[config.mk]
export PLATFORM = sky130hd
export DESIGN_NAME = gcsr_top
export DESIGN_NICKNAME = d
export VERILOG_FILES = /design/src/rtl/gcsr_pkg.sv /design/src/rtl/gcsr_guard.sv /design/src/rtl/gcsr_nvtimer.sv /design/src/rtl/gcsr_wipers.sv /design/src/rtl/gcsr_top.sv
export SDC_FILE = /design/constraint.sdc
export NUM_CORES = 1
export LEC_CHECK = 0
export ABC_AREA = 1
export CORE_ASPECT_RATIO = 0.8
export CORE_MARGIN = 2
export CORE_UTILIZATION = 32
export CTS_BUF_LIST = sky130_fd_sc_hd__clkbuf_4
export CTS_CLUSTER_DIAMETER = 30
export DETAILED_ROUTE_END_ITERATION = 7
export GPL_ROUTABILITY_DRIVEN = 1
export PLACE_DENSITY = 0.54
export SETUP_SLACK_MARGIN = 0.05
export SYNTH_ARGS = -nofsm -noshare
export SYNTH_HDL_FRONTEND = slang
export SYNTH_SLANG_ARGS = --single-unit
[constraint.sdc]
create_clock -name clk -period 2.05 [get_ports clk]
set_input_delay 0.615 -clock clk [delete_from_list [all_inputs] [get_ports clk]]
set_output_delay 0.615 -clock clk [all_outputs]
set_load 0.005 [all_outputs]
[src/rtl/gcsr_pkg.sv]
package gcsr_pkg;

    // Bit positions inside the register byte (host-visible layout)
    localparam int POS_POR0 = 0;
    localparam int POS_WEL  = 1;
    localparam int POS_ARM  = 2;
    localparam int POS_LOCK = 3;
    localparam int POS_RSVD = 4;
    localparam int POS_V1   = 5;
    localparam int POS_V2   = 6;
    localparam int POS_POR1 = 7;

    localparam logic [7:0] CMD_WEL_ON  = 8'h02;
    localparam logic [7:0] CMD_WEL_OFF = 8'h00;
    localparam logic [7:0] CMD_ARM     = 8'h06;

    typedef enum logic [1:0] {
        TGT_CSR  = 2'd0,
        TGT_WPA  = 2'd1,
        TGT_WPB  = 2'd2,
        TGT_NONE = 2'd3
    } tgt_e;

    typedef struct packed {
        logic por1;
        logic lock;
        logic por0;
    } nvbits_t;

    typedef struct packed {
        logic wel;
        logic arm;
    } latch_t;

    typedef enum logic [2:0] {
        DEC_NAK,
        DEC_WEL_SET,
        DEC_WEL_CLR,
        DEC_ARM_SET,
        DEC_HOLD,
        DEC_NV_UPD
    } csr_dec_e;

    function automatic csr_dec_e decode_csr(latch_t l, logic [7:0] d);
        csr_dec_e r;
        r = DEC_NAK;
        if (!l.wel) begin
            if (d == CMD_WEL_ON) r = DEC_WEL_SET;
        end else if (l.arm && d[POS_ARM]) begin
            r = DEC_NV_UPD;
        end else if (d == CMD_WEL_OFF) begin
            r = DEC_WEL_CLR;
        end else if (d == CMD_WEL_ON) begin
            r = DEC_HOLD;
        end else if (d == CMD_ARM && !l.arm) begin
            r = DEC_ARM_SET;
        end
        return r;
    endfunction

    function automatic nvbits_t nv_from_byte(logic [7:0] d);
        nvbits_t n;
        n.por1 = d[POS_POR1];
        n.lock = d[POS_LOCK];
        n.por0 = d[POS_POR0];
        return n;
    endfunction

    function automatic logic [7:0] pack_csr(nvbits_t n, latch_t l, logic v1, logic v2);
        logic [7:0] r;
        r           = '0;
        r[POS_POR1] = n.por1;
        r[POS_V2]   = v2;
        r[POS_V1]   = v1;
        r[POS_RSVD] = 1'b0;
        r[POS_LOCK] = n.lock;
        r[POS_ARM]  = l.arm;
        r[POS_WEL]  = l.wel;
        r[POS_POR0] = n.por0;
        return r;
    endfunction

    function automatic logic [7:0] clamp_pos(logic [7:0] d, int taps);
        if (int'(d) > taps - 1) return 8'(taps - 1);
        return d;
    endfunction

endpackage

[src/rtl/gcsr_guard.sv]
module gcsr_guard
    import gcsr_pkg::*;
(
    input  logic       clk,
    input  logic       rst,
    input  logic       por,
    input  logic       csr_wr,
    input  logic [7:0] wdata,
    input  nvbits_t    nv_image,
    output latch_t     latch_q,
    output nvbits_t    nv_q,
    output logic       csr_ok,
    output logic       nv_start
);

    csr_dec_e dec;

    always_comb begin
        dec      = decode_csr(latch_q, wdata);
        csr_ok   = csr_wr && (dec != DEC_NAK);
        nv_start = csr_wr && (dec == DEC_NV_UPD);
    end

    always_ff @(posedge clk) begin
        if (por) begin
            latch_q <= '0;
            nv_q    <= nv_image;
        end else if (rst) begin
            latch_q <= '0;
        end else if (csr_wr) begin
            case (dec)
                DEC_WEL_SET: latch_q.wel <= 1'b1;
                DEC_WEL_CLR: latch_q     <= '0;
                DEC_ARM_SET: latch_q.arm <= 1'b1;
                DEC_NV_UPD: begin
                    nv_q        <= nv_from_byte(wdata);
                    latch_q.wel <= wdata[POS_WEL];
                    latch_q.arm <= 1'b0;
                end
                default: ;
            endcase
        end
    end

    // the arm latch is never held without the write-enable latch
    p_arm_needs_wel_r6: assert property (@(posedge clk) disable iff (rst || por)
        latch_q.arm |-> latch_q.wel);

    // an accepted persistent update leaves the arm latch cleared
    p_arm_selfclear_r7: assert property (@(posedge clk) disable iff (rst || por)
        nv_start |=> !latch_q.arm);

    // with the write-enable latch low, only 0x02 can change state
    p_locked_no_change_r5: assert property (@(posedge clk) disable iff (rst || por)
        (csr_wr && !latch_q.wel && wdata != CMD_WEL_ON)
        |=> (latch_q == $past(latch_q)) && (nv_q == $past(nv_q)));

endmodule

[src/rtl/gcsr_nvtimer.sv]
module gcsr_nvtimer
    import gcsr_pkg::*;
#(
    parameter int BUSY_CYCLES = 20,
    localparam int CW = $clog2(BUSY_CYCLES + 1)
) (
    input  logic    clk,
    input  logic    rst,
    input  logic    por,
    input  logic    start,
    input  logic    start_csr,
    input  nvbits_t bits_in,
    output logic    busy,
    output logic    commit,
    output nvbits_t commit_bits
);

    logic [CW-1:0] cnt_q;
    logic          pend_q;
    logic [CW:0]   run_q;

    assign busy = (cnt_q != '0);

    always_ff @(posedge clk) begin
        if (rst || por) begin
            cnt_q  <= '0;
            pend_q <= 1'b0;
            commit <= 1'b0;
        end else begin
            commit <= pend_q && (cnt_q == CW'(1));
            if (start) begin
                cnt_q       <= CW'(BUSY_CYCLES);
                pend_q      <= start_csr;
                commit_bits <= bits_in;
            end else if (busy) begin
                cnt_q <= cnt_q - CW'(1);
                if (cnt_q == CW'(1)) pend_q <= 1'b0;
            end
        end
    end

    // Run-length monitor for the busy window
    always_ff @(posedge clk) begin
        if (rst || por)  run_q <= '0;
        else if (busy)   run_q <= run_q + 1'b1;
        else             run_q <= '0;
    end

    // busy never lasts longer than BUSY_CYCLES
    p_busy_len_r8: assert property (@(posedge clk) disable iff (rst || por)
        busy |-> (run_q < (CW+1)'(BUSY_CYCLES)));

    // a new persistent write only starts from idle
    p_start_idle_r8: assert property (@(posedge clk) disable iff (rst || por)
        start |-> !busy);

    // the commit pulse coincides with the end of a busy period
    p_commit_at_fall_r9: assert property (@(posedge clk) disable iff (rst || por)
        commit |-> (!busy && $past(busy)));

endmodule

[src/rtl/gcsr_wipers.sv]
module gcsr_wipers
    import gcsr_pkg::*;
#(
    parameter int TAPS_A = 100,
    parameter int TAPS_B = 256,
    localparam int NW = 2
) (
    input  logic                clk,
    input  logic                rst,
    input  logic                por,
    input  logic [NW-1:0]       we,
    input  logic [7:0]          wdata,
    output logic [NW-1:0][7:0]  pos
);

    for (genvar g = 0; g < NW; g++) begin : g_wiper
        localparam int TAPS = (g == 0) ? TAPS_A : TAPS_B;
        logic [7:0] pos_r;

        always_ff @(posedge clk) begin
            if (rst || por)  pos_r <= '0;
            else if (we[g])  pos_r <= clamp_pos(wdata, TAPS);
        end

        assign pos[g] = pos_r;

        // a wiper position never leaves its tap range
        p_pos_in_range_r11: assert property (@(posedge clk) disable iff (rst || por)
            int'(pos_r) <= TAPS - 1);
    end

endmodule

[src/rtl/gcsr_top.sv]
module gcsr_top
    import gcsr_pkg::*;
#(
    parameter int BUSY_CYCLES = 20,
    parameter int TAPS_A = 100,
    parameter int TAPS_B = 256,
    localparam int WA = $clog2(TAPS_A),
    localparam int WB = $clog2(TAPS_B)
) (
    input  logic          clk,
    input  logic          rst,
    input  logic          por,
    input  logic          host_wr,
    input  logic          host_rd,
    input  logic [1:0]    host_sel,
    input  logic          host_nv,
    input  logic [7:0]    host_wdata,
    output logic          host_ack,
    output logic          host_nak,
    output logic [7:0]    host_rdata,
    input  logic          v1_stat,
    input  logic          v2_stat,
    input  logic          wp_pin,
    input  logic [2:0]    nv_image,
    output logic          wiper_vol_ok,
    output logic          wiper_nv_ok,
    output logic [WA-1:0] wiper_a_pos,
    output logic [WB-1:0] wiper_b_pos,
    output logic          nv_busy,
    output logic          nv_commit,
    output logic [2:0]    nv_commit_bits
);

    tgt_e            tgt;
    latch_t          latch_q;
    nvbits_t         nv_q;
    nvbits_t         cbits;
    logic            csr_wr;
    logic            csr_ok;
    logic            csr_nv_start;
    logic [1:0]      wiper_we;
    logic            start;
    logic            write_ok;
    logic [1:0][7:0] pos;
    logic [7:0]      rd_mux;

    assign tgt    = tgt_e'(host_sel);
    assign csr_wr = host_wr && (tgt == TGT_CSR) && !nv_busy;

    gcsr_guard u_guard (
        .clk      (clk),
        .rst      (rst),
        .por      (por),
        .csr_wr   (csr_wr),
        .wdata    (host_wdata),
        .nv_image (nvbits_t'(nv_image)),
        .latch_q  (latch_q),
        .nv_q     (nv_q),
        .csr_ok   (csr_ok),
        .nv_start (csr_nv_start)
    );

    // Wiper write permission
    always_comb begin
        wiper_vol_ok = latch_q.wel && !nv_q.lock && !nv_busy;
        wiper_nv_ok  = wiper_vol_ok && !wp_pin;
        wiper_we[0]  = host_wr && (tgt == TGT_WPA) && (host_nv ? wiper_nv_ok : wiper_vol_ok);
        wiper_we[1]  = host_wr && (tgt == TGT_WPB) && (host_nv ? wiper_nv_ok : wiper_vol_ok);
        start        = csr_nv_start || ((|wiper_we) && host_nv);
        write_ok     = csr_ok || (|wiper_we);
    end

    gcsr_nvtimer #(.BUSY_CYCLES(BUSY_CYCLES)) u_timer (
        .clk         (clk),
        .rst         (rst),
        .por         (por),
        .start       (start),
        .start_csr   (csr_nv_start),
        .bits_in     (nv_from_byte(host_wdata)),
        .busy        (nv_busy),
        .commit      (nv_commit),
        .commit_bits (cbits)
    );

    assign nv_commit_bits = cbits;

    gcsr_wipers #(.TAPS_A(TAPS_A), .TAPS_B(TAPS_B)) u_wipers (
        .clk   (clk),
        .rst   (rst),
        .por   (por),
        .we    (wiper_we),
        .wdata (host_wdata),
        .pos   (pos)
    );

    assign wiper_a_pos = pos[0][WA-1:0];
    assign wiper_b_pos = pos[1][WB-1:0];

    always_comb begin
        case (tgt)
            TGT_CSR: rd_mux = pack_csr(nv_q, latch_q, v1_stat, v2_stat);
            TGT_WPA: rd_mux = pos[0];
            TGT_WPB: rd_mux = pos[1];
            default: rd_mux = '0;
        endcase
    end

    // Host response, one cycle after the strobe
    always_ff @(posedge clk) begin
        if (rst || por) begin
            host_ack   <= 1'b0;
            host_nak   <= 1'b0;
            host_rdata <= '0;
        end else begin
            host_ack <= host_wr ? write_ok : host_rd;
            host_nak <= host_wr && !write_ok;
            if (host_rd && !host_wr) host_rdata <= rd_mux;
        end
    end

    // any write while busy is refused
    p_busy_nak_r8: assert property (@(posedge clk) disable iff (rst || por)
        (host_wr && nv_busy) |=> host_nak);

    // a set lock freezes both wiper positions
    p_lock_freeze_r10: assert property (@(posedge clk) disable iff (rst || por)
        nv_q.lock |=> ($stable(wiper_a_pos) && $stable(wiper_b_pos)));

    // acknowledge and no-acknowledge are exclusive
    p_ack_excl_r12: assert property (@(posedge clk) disable iff (rst || por)
        !(host_ack && host_nak));

    // the reserved bit of a register read is always 0
    p_rsvd_zero_r1: assert property (@(posedge clk) disable iff (rst || por)
        (host_rd && !host_wr && tgt == TGT_CSR) |=> !host_rdata[POS_RSVD]);

endmodule

==> results of run 1 <==
==> critical path, cell delays in order (launching register included) <==
cell	delay, ps
dfxtp_2	340
inv_2	80
ha_4	150
nand3_4	110
nor2_4	110
clkdlybuf4s15_1	210
==> flip-flops by register name (all words and copies together), names as in the netlist <==
register,cells
u_wipers.g_wiper.pos_r,16
u_guard.latch_q,2
host_ack,1
host_nak,1
host_rdata,8
u_guard.nv_q,3
u_timer.pend_q,1
u_timer.commit,1
u_timer.commit_bits,3
u_timer.cnt_q,5
==> routing by layer <==
metal	share of wire (%)	wire length, microns	vias up	global-route usage [%]
met1	48	2890	955	21.6
met3	5.7	344	9	3.29
met2	44	2680	55	25.3
met4	1.9	113	0	6.34
met5	0	0	-	0
li1	-	-	1107	-
==> final cells by class <==
cell class              instances  area [sq um]
fillers                       690          3610
clock inverters                 3          40.0
flip-flops and latches         41           883
clock buffers                   5          37.5
repair buffers                102           892
well taps                      87           109
multi-input cells             188          1040
inverters                      46           175
==> what timing repair did <==
action | in CTS | in global routing
setup endpoints to repair | 3 | 10
gates resized for setup | 16 | 6
pin swaps | 2 | 3
buffers inserted | 4 | 0
==> through the flow <==
step                      hold WS [ps]  util (%)  setup slack [ps]
after global routing               481      46.8              4.62
after floorplan                    421         -               262
after detailed placement           434      44.8              -311
after CTS                          452      46.7              31.9
after global placement             434      44.8              -315
final                              448      46.8              74.3
==> logic make-up after synthesis <==
| family | share of synthesized area, % |
|---|---|
| adder cells (fa/ha/maj) | 1.69 |
| XOR/XNOR | 0.790 |
| AO/OA/AOI/OAI | 16.9 |
| AND/OR/NAND/NOR | 26.2 |
| buffers and inverters | 14.8 |
| flip-flops | 39.7 |
==> report_power, final <==
group / total, mW / switching, mW / internal [mW]
clock network: 0.533 / 0.279 / 0.254
logic: 1.13 / 0.571 / 0.560
registers: 0.922 / 0.0457 / 0.876
==> cells in the mapped netlist, types with 2 or more instances <==
cell	count	area, sq um
nor2_1	34	128
buf_6	2	22.5
nand2_2	5	31.3
o22ai_1	2	12.5
nand4_1	3	18.8
nor2_4	2	22.5
o21ai_2	5	43.8
nand2_1	63	236
o21ai_0	15	75.1
ha_1	3	37.5
inv_1	44	165
nor3_1	3	15.0
xor2_1	2	17.5
edfxtp_1	6	180
buf_4	16	120
a21oi_1	21	105
nand3_1	10	50.1
dfxtp_1	35	701
o221ai_1	4	35.0
nand2_4	2	22.5
a211oi_2	7	87.6
==> cell usage in the layout, fill, tap and decap left out, types with 3 or more instances in the layout <==
cell type,netlist,final
nand2_1,63,63
dfxtp_1,35,33
clkbuf_4,0,5
o21ai_0,15,15
nor2_4,2,3
nor2_1,34,33
o221ai_1,4,4
nand2_2,5,5
edfxtp_1,6,6
nand4_1,3,3
inv_1,44,42
buf_4,16,48
a211oi_2,7,7
nand3_1,10,9
o21ai_2,5,5
clkdlybuf4s50_1,0,50
a21oi_1,21,21
==> how the worst max path moves through the flow <==
stage / from / endpoint / slack (ps) / cells past startpoint
2_1_floorplan: host_nv / u_timer.commit_bits[0] / 260 / 9
3_3_place_gp: wp_pin / wiper_nv_ok / -310 / 3
3_5_place_dp: wp_pin / wiper_nv_ok / -310 / 3
4_1_cts: u_timer.cnt_q[1] / wiper_vol_ok / 30 / 5
5_1_grt: u_timer.cnt_q[0] / wiper_vol_ok / 5 / 5
6_report: u_timer.cnt_q[0] / wiper_vol_ok / 70 / 5
==> summary.md, run 1 <==
| Metric | Value |
|---|---|
| Cell count of the worst hold path | `2` |
| Largest net degree at the start of global routing | `16` |
| Worst R2R End | `u_timer.commit_bits[0]` |
| Predominant post-synthesis flop cell | `dfxtp_1` |
| HPWL after detailed placement | `4.69 mm` |
| Residual DRC | `0` |
| Post-Synthesis Cells | `roughly 300` |
| CP Launch Type | `flop` |
| Design area | `between 3000 and 4000 sq um` |
| Die Width | `97.1 microns` |
| Final min period | `1980 ps` |
| Vias in the first global route | `2039` |
| Worst r2r src | `u_timer.cnt_q[0]` |
| Layout area overhead | `43.4%` |
| HP Start | `u_timer.pend_q` |
| Placeable Area | `roughly 6800 sq um` |
| Worst reg-to-reg path cell count | `12` |
| Initial DRC Count | `106` |
| CP required | `1430 ps` |
| Share of cells above drive strength 1 | `24.2%` |
| Peak VDD IR | `around 0.73 mV` |
| Wirelength per Cell | `12.8 microns` |
| N_diodes | `0` |
| Cell variety after synth | `33` |
| Slew @ Worst Pin | `~340 ps` |
| RSZ-0062 raised after global routing | `yes` |
| Total CTS buffers | `5` |
| DR vias | `2126` |
| PwrDens | `813 nW/um^2` |
| Post-synthesis async set-or-reset flop share | `0%` |
| Tot Pwr | `~2.6 mW` |
| Global-route wire length before repair | `9.67 mm` |
| Dpl cells | `460` |
| First-pass iteration count of the detailed router | `4` |
| Layout Cells excl Fill | `roughly 470` |
| DIE HEIGHT | `between 70 and 80 microns` |
| Top Ports | `54` |
| GPL Wtd Cong | `0.906` |
| Longest Clk Path Bufs | `2` |
| Outcome | `complete, no violations` |
| Worst-skew pair later-pin latency | `approximately 350 ps` |
| WS Path Type | `reg2out` |
| Hold WC Path Type | `reg2reg` |
| TNS Setup | `0 ps` |
| Synth Warn # | `0` |
| Total GRT Usage | `between 10% and 20%` |
| Critical Path End Type | `output port` |
| Flop2flop setup slack | `180 ps` |
| Synthesis-stage register bit count | `41` |
| Post-synthesis sequential area ratio | `39.7%` |
| Synth Area per Inst | `7.49 sq um` |
| Initial core utilization | `32.7%` |
| Final wirelength | `~6 mm` |
| Post-layout nets | `409` |
| Input/output buffers | `53` |
| Clock slew at reported path FFs | `130 ps` |
| GRT Residual Overflow | `0` |
| Final hold violations | `0` |
| Leakage | `around 1.3 nW` |
| H-tree Lvls | `2` |
| Worst Path Arrival | `~1400 ps` |
| Period utilisation layout | `96.4%` |
| Final setup vio count | `0` |
| Number of enable flip-flop cells after synthesis | `6` |
| Clock Skews | `roughly 13 ps` |
| Vias per cell | `4.50` |
| TritonCTS clock tree | `done` |
| Row count | `27` |
| Post-Syn Nets | `roughly 320` |
| DRT antenna net count | `0` |
| Fmax | `0.506 GHz` |
| CTS Hold Bufs | `0` |
| Area after DPL | `3040 sq um` |
| Final slew viol count | `0` |
| Root buf cell | `clkbuf_4` |
| Clock sinks | `between 40 and 50` |
| Max_cap viols | `0` |
| Hold endpoint | `u_timer.commit` |
| Die Area | `7620 sq um` |
| Synth Cell Area | `2220 sq um` |
| Initial antenna violation count | `0` |
| Crit path max fanout | `4` |
| Max-slew headroom | `77.2%` |
(Power assumes the default switching activity.)
==> inputs of run 2 (changes only) <==
--- a/config.mk
+++ b/config.mk
@@ -9,7 +9,7 @@
 export CORE_ASPECT_RATIO = 0.8
 export CORE_MARGIN = 2
 export CORE_UTILIZATION = 32
-export CTS_BUF_LIST = sky130_fd_sc_hd__clkbuf_4
+export CTS_BUF_LIST = sky130_fd_sc_hd__clkbuf_4 sky130_fd_sc_hd__clkbuf_8 sky130_fd_sc_hd__clkbuf_16
 export CTS_CLUSTER_DIAMETER = 30
 export DETAILED_ROUTE_END_ITERATION = 7
 export GPL_ROUTABILITY_DRIVEN = 1
@@ -17,4 +17,5 @@
 export SETUP_SLACK_MARGIN = 0.05
 export SYNTH_ARGS = -nofsm -noshare
 export SYNTH_HDL_FRONTEND = slang
+export SYNTH_HIERARCHICAL = 1
 export SYNTH_SLANG_ARGS = --single-unit
==> run 2 against run 1 <==
The run now ends with negative setup slack left. Global-route usage rose by 1.9 points. Cell area rose by 8.7%. Sequential share of layout area down 2.2 points. Clock skew decreased by 3.3 ps.
==> summary.md, run 2 <==
| Metric | Value |
|---|---|
| CP Launch Type | `flop` |
| Largest cells by area after synthesis | `dfxtp_1 33%, nand2_1 15%, edfxtp_1 8.4%, inv_1 6.3%, nand3_1 5.6%` |
| Input/output buffers | `53` |
| TritonCTS clock tree | `done` |
| Commonest non-fill, non-tap cell in the layout | `nand2_1` |
| Leakage | `1.51 nW` |
| Critical Path End Type | `output port` |
| Fin worst setup slack | `-154 ps` |
| Post-layout nets | `around 440` |
| Share of cells above drive strength 1 | `35.5%` |
| Top Ports | `54` |
| FF/Latch Area | `around 900 sq um` |
| Most common cell in the netlist | `nand2_1` |
| CP max stage delay | `330 ps` |
| Global-route wire length before repair | `10.2 mm` |
| Synth Warn # | `6` |
| First-pass iteration count of the detailed router | `4` |
| Period utilisation layout | `108%` |
| Post-synth top cells | `85 x nand2_1, 36 x inv_1, 35 x dfxtp_1` |
| Max_cap viols | `0` |
| Initial core utilization | `33.2%` |
| Final setup vio count | `6` |
| Number of enable flip-flop cells after synthesis | `6` |
| PwrDens | `~640 nW/um^2` |
| Final min period | `2200 ps` |
| Post-synthesis sequential area ratio | `about 40%` |
| Max reg flops | `16` |
| Die Width | `95.4 microns` |
| Worst Path Arrival | `around 1600 ps` |
| Row count | `26` |
| Die Area | `7360 sq um` |
| Biggest regs | `u_wipers/g_wiper.pos_r (16), host_rdata (8), u_timer/cnt_q (5)` |
| Final slew viol count | `0` |
| Post-Synthesis Cells | `299` |
| Slew @ Worst Pin | `333 ps` |
| Root buf cell | `clkbuf_8` |
| Failing checks | `negative setup slack` |
| Post-Syn Nets | `323` |
| GPL Wtd Cong | `0.807` |
| Cell variety after synth | `30` |
| Synth Area per Inst | `7.15 sq um` |
| Largest Register | `u_wipers/g_wiper.pos_r` |
| Outcome | `complete, but fails checks` |
| Vias per cell | `4.34` |
| Share of the synthesized area in the top cell type | `32.8%` |
| Final hold violations | `0` |
| Cells along the critical path | `inv_2, ha_4, inv_2, nor2_4, nand2_4, inv_2, nand3b_1, buf_6, nor2_1, buf_2` |
| Synth Cell Area | `2140 sq um` |
| DIE HEIGHT | `77.1 microns` |
| Hold WC Path Type | `reg2reg` |
| Layout area overhead | `61.7%` |
| WS Path Type | `reg2out` |
| Most frequent cells in the layout | `81 x nand2_1, 56 x buf_4, 46 x clkdlybuf4s50_1, 33 x dfxtp_1, 29 x inv_1` |
| Peak VDD IR | `roughly 0.34 mV` |
| Final wirelength | `6.23 mm` |
| Wirelength per Cell | `around 12 microns` |
| Post-synth top area cell | `dfxtp_1` |
| DR vias | `2187` |
| Total CTS buffers | `5` |
| Tot Pwr | `2.20 mW` |
| Fmax | `0.454 GHz` |
| Total GRT Usage | `around 18%` |
| DRT antenna net count | `0` |
| CP required | `1430 ps` |
| Largest net degree at the start of global routing | `16` |
| N_diodes | `0` |
| Crit path top cell by count | `inv_2` |
| CP max stage cell | `dfxtp_2` |
| Max-slew headroom | `77.7%` |
| Longest Clk Path Bufs | `2` |
| Initial DRC Count | `61` |
| Crit path max fanout | `3` |
| Clock sinks | `41` |
| H-tree Lvls | `2` |
| Initial antenna violation count | `0` |
| Pre-CTS setup slack | `-338 ps` |
| Vias in the first global route | `around 2.1k` |
| Synthesis-stage register bit count | `41` |
| Clock Skews | `9.80 ps` |
| Predominant post-synthesis flop cell | `dfxtp_1` |
| RSZ-0062 raised after global routing | `yes` |
| Residual DRC | `0` |
| Worst reg-to-reg path cell count | `17` |
| Clock slew at reported path FFs | `90 ps` |
| GRT Residual Overflow | `0` |
| HPWL after detailed placement | `4.85 mm` |
| FILL cells | `645` |
| Placeable Area | `6440 sq um` |
| CTS Hold Bufs | `0` |
| Cell count of the worst hold path | `2` |
| Post-layout util | `53.7%` |
| Worst-skew pair later-pin latency | `approximately 300 ps` |
| Area of the multi-input gates | `1170 sq um` |
| Post-synthesis async set-or-reset flop share | `0%` |
## run 2: worst paths after layout
| check | start | end | slack, ps |
|---|---|---|---|
| setup / recovery | u_timer/cnt_q[1] | wiper_nv_ok | -150 |
| hold / removal | u_wipers/g_wiper[0].pos_r[7] | u_wipers/g_wiper[0].pos_r[7] | 450 |
| setup reg to reg | u_timer/cnt_q[1] | u_wipers/g_wiper[0].pos_r[0] | -70 |
| hold reg to reg | u_wipers/g_wiper[0].pos_r[7] | u_wipers/g_wiper[0].pos_r[7] | 450 |
## run 2: layout make-up
type                            count  area share [%]
Clock buffer                        5            1.99
Clock inverter                      3           0.507
Inverter                           48            5.36
Multi-Input combinational cell    208            33.9
Sequential cell                    41            25.6
Tap cell                           84            3.04
Timing Repair Buffer              115            29.6
## run 2: repair_timing
item | in CTS | in global routing
setup endpoints to repair | 18 | 30
pin swaps | 7 | 8
setup buffers | 9 | 6
gates resized for setup | 20 | 23
## run 2: through the flow
| stage | TNS [ps] | instance area, sq um | hold slack, ps | std cells |
|---|---|---|---|---|
| 3_3_place_gp | -5870 | 3180 | 436 | 481 |
| 2_1_floorplan | 0 | 2190 | 425 | 299 |
| 3_5_place_dp | -6720 | 3180 | 435 | 481 |
| 6_report | -438 | 3460 | 452 | 504 |
| 5_1_grt | -1700 | 3460 | 483 | 504 |
| 4_1_cts | -180 | 3340 | 449 | 498 |
## run 2: worst max-delay path: cells and delay by family (launching register included)
family	cells	cell delay [ps]
flops	1	330
buf+inv	5	410
simple gates	4	410
fa+ha+maj	1	130
## run 2: report_power, final
group          switching (mW)  internal (mW)  total [mW]
Clock                   0.301          0.235       0.536
Combinational           0.368          0.428       0.796
Sequential             0.0238          0.846       0.870
## run 2: per-layer routing
metal  vias to the layer above  global-route usage [%]  wire [microns]
li1                       1182                       -               -
met5                         -                       0               0
met2                        48                    25.4            2530
met3                         5                    2.95             295
met1                       952                    27.3            3340
met4                         0                    6.43              70
## run 2: logic make-up (layout without fill, tap and decap cells)
logic type / count (synthesis) / after routing / synth area share, %
adder cells (fa/ha/maj): 2 / 2 / 1.17
flip-flops: 41 / 41 / 41.2
AND/OR/NAND/NOR: 165 / 165 / 35.7
AO/OA/AOI/OAI: 41 / 41 / 12.3
buffers and inverters: 50 / 171 / 9.60
